==> src/rtl/can_mode_ctrl.sv <==
module can_mode_ctrl #(
  parameter int IDLE_BITS = 11
) (
  input  logic       clk,
  input  logic       rst_n,
  input  logic       en,
  input  logic       lback_sel,
  input  logic       snoop_sel,
  input  logic       sleep_wr,
  input  logic       sleep_wdata,
  input  logic       rx,
  input  logic       sample_pt,
  input  logic       txf_empty,
  input  logic       txh_empty,
  input  logic       txf_wr,
  input  logic       txh_wr,
  input  logic       wake_ie,
  output logic [2:0] mode,
  output logic       cfg_flag,
  output logic       sleep_req,
  output logic       wake_irq
);
  localparam int CW = $clog2(IDLE_BITS + 1);
  localparam logic [CW-1:0] IDLE_MAX = CW'(IDLE_BITS);
  localparam logic [2:0] M_CFG = 3'd0, M_NORM = 3'd1, M_SLEEP = 3'd2,
                         M_SNOOP = 3'd3, M_LOOP = 3'd4;

  logic [CW-1:0] idle_cnt;
  logic [2:0]    mode_nx;
  logic          bus_idle, drained, wake;

  assign bus_idle = idle_cnt == IDLE_MAX;
  assign drained  = txf_empty & txh_empty;
  assign wake     = en & (mode == M_SLEEP) & (~rx | txf_wr | txh_wr);
  assign cfg_flag = mode == M_CFG;

  always_ff @(posedge clk or negedge rst_n)
    if (!rst_n)                 idle_cnt <= '0;
    else if (sample_pt && !rx)  idle_cnt <= '0;
    else if (sample_pt && !bus_idle) idle_cnt <= idle_cnt + 1'b1;

  always_comb begin
    mode_nx = mode;
    if (!en) mode_nx = M_CFG;
    else case (mode)
      M_CFG:   if (lback_sel)                mode_nx = M_LOOP;
               else if (snoop_sel)           mode_nx = M_SNOOP;
               else if (sleep_req && drained) mode_nx = M_SLEEP;
               else                          mode_nx = M_NORM;
      M_NORM:  if (sleep_req && drained && bus_idle) mode_nx = M_SLEEP;
      M_SLEEP: if (wake) mode_nx = M_NORM;
      default: mode_nx = mode;
    endcase
  end

  always_ff @(posedge clk or negedge rst_n)
    if (!rst_n) begin
      mode      <= M_CFG;
      sleep_req <= 1'b0;
      wake_irq  <= 1'b0;
    end else begin
      mode     <= mode_nx;
      wake_irq <= wake & wake_ie;
      if (wake)          sleep_req <= 1'b0;
      else if (sleep_wr) sleep_req <= sleep_wdata;
    end

  p_disable_cfg_r2: assert property (@(posedge clk) disable iff (!rst_n)
    !en |=> mode == M_CFG);
  p_hold_sel_r6: assert property (@(posedge clk) disable iff (!rst_n)
    (en && (mode == M_LOOP || mode == M_SNOOP)) ##1 en |-> $stable(mode));
  p_sleep_gate_r4: assert property (@(posedge clk) disable iff (!rst_n)
    (mode != M_SLEEP) ##1 (mode == M_SLEEP) |-> $past(sleep_req && drained));
  p_sleep_idle_r5: assert property (@(posedge clk) disable iff (!rst_n)
    (mode == M_NORM) ##1 (mode == M_SLEEP) |-> $past(bus_idle));
  p_wake_exit_r7: assert property (@(posedge clk) disable iff (!rst_n)
    (mode == M_SLEEP && en && !rx) |=> (mode == M_NORM && !sleep_req));
  p_irq_pulse_r8: assert property (@(posedge clk) disable iff (!rst_n)
    wake_irq |=> !wake_irq);
  p_irq_src_r8: assert property (@(posedge clk) disable iff (!rst_n)
    wake_irq |-> $past(mode == M_SLEEP && wake_ie) && mode == M_NORM);
endmodule

==> config.mk <==
export PLATFORM = sky130hd
export DESIGN_NAME = can_mode_ctrl
export DESIGN_NICKNAME = d
export VERILOG_FILES = /design/src/rtl/can_mode_ctrl.sv
export SDC_FILE = /design/constraint.sdc
export NUM_CORES = 1
export LEC_CHECK = 0
export ABC_AREA = 0
export BUFFER_PORTS_ARGS = -buffer_cell sky130_fd_sc_hd__clkbuf_2
export CAP_MARGIN = 10
export CORE_AREA = 2 2 39 41
export CTS_BUF_LIST = sky130_fd_sc_hd__clkbuf_8
export CTS_CLUSTER_SIZE = 24
export DETAILED_ROUTE_END_ITERATION = 6
export DIE_AREA = 0 0 41 43
export GPL_ROUTABILITY_DRIVEN = 0
export PLACE_DENSITY = 0.74
export SYNTH_ARGS = -nofsm -noshare
export SYNTH_HDL_FRONTEND = slang
export SYNTH_SLANG_ARGS = --single-unit
==> constraint.sdc <==
create_clock -name clk -period 2.25 [get_ports clk]
set_input_delay 0.5625 -clock clk [delete_from_list [all_inputs] [get_ports clk]]
set_output_delay 0.5625 -clock clk [all_outputs]
set_load 0.1 [all_outputs]
### Word level (Yosys, flattened, before mapping)

Cells that the tools add are included.

* add/sub/neg operators: 1
* bitwise gates (word level): 7
* reductions and logical operators: 10
* mux-type cells: 11
* equal/unequal tests: 6

Operator list (count)
* $mux 3: 4
* $pmux 3 s3: 1
* $mux 4: 2
* $ne 3x3->1 const B: 2
* $add 4x1->4 const B: 1
* $and 1x1->1: 4
* $eq 4x4->1 const B: 1
* $logic_and 1x1->1: 4
* $mux 2: 2
* $ne 4x1->1 const B: 1
* $reduce_bool 2->1: 2
* $eq 3x1->1 const B: 1
* $eq 3x2->1 const B: 1
* $logic_not 3->1: 1
* $reduce_and 3->1: 1
* $logic_not 1->1: 2
* $mux 1: 2
* $or 1x1->1: 2
* $not 1->1: 1

* output and inout port bits: 6
* register bits: 9
* input port bits: 14
* logic and storage cells: 39

### Depth between registers and ports, before layout

* depth in word-level cells: 7
* mapped depth: 5
* depth with buffers taken out: 5

### Worst setup path before layout

OpenSTA, ideal clock, no wires.

* path type: flip-flop to output port
* start point: register mode[1]
* end point: output port cfg_flag
* stages on the path, launching flop included: 3
* setup slack: -1.397 ns
* arrival time: 3.085 ns
* cell sequence: dfrtp_1 buf_6 nor3_1

* cells in the longest elaborated chain, start to end: 1

RTL lines
* from (decl): RTL line 18 `output logic [2:0] mode,`
* from (signal assigned): RTL line 62 `mode <= mode_nx;`
* $logic_not 3->1: RTL line 35 `assign cfg_flag = mode == M_CFG;`
* to (decl): RTL line 19 `output logic cfg_flag,`

Every way passes these cells.

### Final worst setup path

* start point: register mode[0]
* end point: output port cfg_flag

Same word-level chain as after synthesis.

==> run summary <==
## Detailed routing
* 11 — Iter 0 DRT Violations
* 1210 um — wire length reported by the detailed router
* 0 — count of unresolved DRC violations after routing
* 5.31 — average via count per standard cell
* 483 — vias after detailed routing
* 4 — TritonRoute pass-1 iters
* 0 — number of nets still failing antenna checks after routing
* 13.3 um — Routed WL per cell

## Clock tree
* built — TritonCTS clock tree
* 0 — Post-CTS Repair Setup Buffers
* 0.05 ns — clock-pin slew of the registers on the worst-case setup and hold paths
* sky130_fd_sc_hd__clkbuf_8 — clock tree root driver cell
* 0 — number of gates resized after cts
* 3 — number of buffers added by the clock tree synthesis step
* 1 — total number of H-tree levels
* 9 — number of sinks handled by clock tree synthesis
* 2 — largest buffer count on any clock path
* 0 — number of buffers added to fix hold violations after cts
* 0.24 ns — insertion delay of the later-clocked pin in the worst-skew pair

## Global route
* 19.2% — Overall Global Routing Usage
* 2210 um — global-route wire length before repair
* 0 — number of antenna violations at the first check in global routing
* 11 — largest net degree at the start of global routing
* 0 — total congestion overflow
* 497 — number of global-route vias before repair

## Timing
* 0.349 ns — setup ws final
* 0 ns — Final TNS setup
* 0 — number of failing hold endpoints at the final stage
* 84.5% — final cycle utilization of the critical path
* 0 — Final Max Tran Viols
* 1.90 ns — Final Critical Period
* 64.0% — max-slew headroom at the worst pin
* 0.526 GHz — fmax
* 0.000623 ns — clk_skew
* 0 — number of setup violations in the final report
* 0.542 ns — worst-margin pin slew
* false — unrepaired setup endpoints after global routing

## Logic synthesis
* 0 — Yosys Warn Count
* sky130_fd_sc_hd__dfrtp_1 — prevailing post-synth register cell
* 0 — number of enable flip-flop cells after synthesis
* sky130_fd_sc_hd__dfrtp_1, sky130_fd_sc_hd__mux2i_1, sky130_fd_sc_hd__nor2b_1 — dominant cells by area after synthesis
* 68 — synthesized netlist net count
* 10.1 um2 — Mean Syn Cell Area
* 53 — count of mapped cells out of synthesis
* sky130_fd_sc_hd__dfrtp_1 — area leader, netlist
* 42.1% — fraction of the yosys area taken by sequential cells
* 42.1% — fraction of post-synthesis cell area in the top cell type by area
* 28 — count of unique library cells instantiated by Yosys
* 100% — share of flip-flops with an asynchronous set or reset after synthesis
* 9 — number of synthesized register bits
* 536 um2 — netlist area before placement
* sky130_fd_sc_hd__dfrtp_1 — most frequent cell after synthesis
* sky130_fd_sc_hd__dfrtp_1, sky130_fd_sc_hd__nor2_1 — Commonest cells post-synth

## Run status
* finished clean — run status

## Final layout
* 229 um2 — Sequential cell area
* 91 — Finished Layout Cells
* 0 — number of inserted diodes
* 295 um2 — multi-input combinational cell area
* 134 — Filler Cell Count
* 40.0% — share of cells above drive strength 1
* 30.6% — Area Growth Syn to Fin
* 699 um2 — cell area after layout
* 91 — post-layout net count

## Die
* 43 um — die extent in y
* 41 um — x dimension of the die
* 1760 um2 — area of the die
* 38.7% — Starting Density
* 14 — number of cell rows
* 1380 um2 — Core ar.
* 20 — num ports

## Critical path
* 1.69 ns — CP Data Required Time
* 0.75 ns — register-to-register path setup slack
* 1.34 ns — Worst EP arrival
* output pin — CP Capture Type
* reg2out — Crit Path Category
* flop — Critical Path Start Type
* 6 — worst-path fanout max

## Power
* 965 nW/um2 — P per Cell Area
* 0.390 mV — maximum VDD drop
* 0.348 nW — Leakage

## Flow run
* 0 — max-cap viol count

## Place
* 654 um2 — placed cell areas
* 0.607 ns — minimum setup slack after placement
* 911 um — DPL Wire Length
* 19 — # port buffers
* 87 — DP Cell Count

## Worst hold path
* in2async — Hold Crit Class

-- cell usage in the layout (no fill, tap or decap), types with 3 or more instances in the layout --
cell type / netlist / routed
sky130_fd_sc_hd__dfrtp_1: 9 / 6
sky130_fd_sc_hd__nor2b_1: 3 / 3
sky130_fd_sc_hd__nand3_1: 3 / 3
sky130_fd_sc_hd__mux2i_1: 3 / 3
sky130_fd_sc_hd__clkbuf_8: 0 / 3
sky130_fd_sc_hd__clkbuf_2: 0 / 19
sky130_fd_sc_hd__o21ai_0: 3 / 3
sky130_fd_sc_hd__inv_1: 3 / 4
sky130_fd_sc_hd__nor2_1: 4 / 4
sky130_fd_sc_hd__dfrtp_2: 0 / 3
-- critical path, stage by stage, from the launching register on --
cell	delay [ns]
sky130_fd_sc_hd__dfrtp_2	0.45
sky130_fd_sc_hd__nor3_4	0.18
sky130_fd_sc_hd__clkbuf_2	0.47
-- state kept, by name, indices dropped and copies added, names as in the netlist --
signal / cells
mode: 3
wake_irq: 1
idle_cnt: 4
sleep_req: 1
-- metrics by stage --
step                utilization [%]  power [mW]  hold WS (ns)
finish                         50.5       0.675         0.165
global route                   50.5       0.711         0.179
CTS                            50.5       0.680         0.173
detailed placement             47.3       0.484         0.430
global placement               47.3       0.482         0.430
floorplan                         -       0.434         0.267
-- metal layers --
layer  part of all wire (%)  vias to the layer above  global-route usage (%)
met4                    4.1                        0                    16.0
met2                     45                       12                    24.1
met3                    5.5                        5                    6.28
met1                     45                      215                    25.3
met5                      0                        -                       0
li1                       -                      251                       -
-- power breakdown --
part	total [mW]	leakage [nW]	switching (mW)	internal [mW]
registers	0.224	0.114	0.0377	0.186
logic	0.257	0.206	0.189	0.0683
clock network	0.194	0.0269	0.0741	0.120
-- worst paths after layout --
path | start | endpoint | cells after the start
max | mode[0] | cfg_flag | 2
min | rst_n | wake_irq | 1
max reg2reg | idle_cnt[0] | mode[1] | 5
min reg2reg | idle_cnt[2] | idle_cnt[2] | 1
max in group asynchronous | rst_n | mode[2] | 1
min in group clk | idle_cnt[2] | idle_cnt[2] | 1
-- final cells by class --
type / count / area share, %
inverter: 4 / 2.15
tap: 16 / 2.86
multi-input combinational: 39 / 42.2
timing repair buffer: 19 / 13.6
clock buffer: 3 / 5.90
clock inverter: 1 / 0.537
sequential: 9 / 32.7
-- kinds of logic (layout without fill, tap and decap cells) --
kind of cell    Yosys count  after routing  synth area share, %
simple gates             21             21                 25.7
compound gates           14             14                 19.4
flops                     9              9                 42.1
buf+inv                   5             27                 4.91
mux                       3              3                 5.61
fa+ha+maj                 1              1                 2.34
Note: power is estimated with default switching activity, not from simulation.
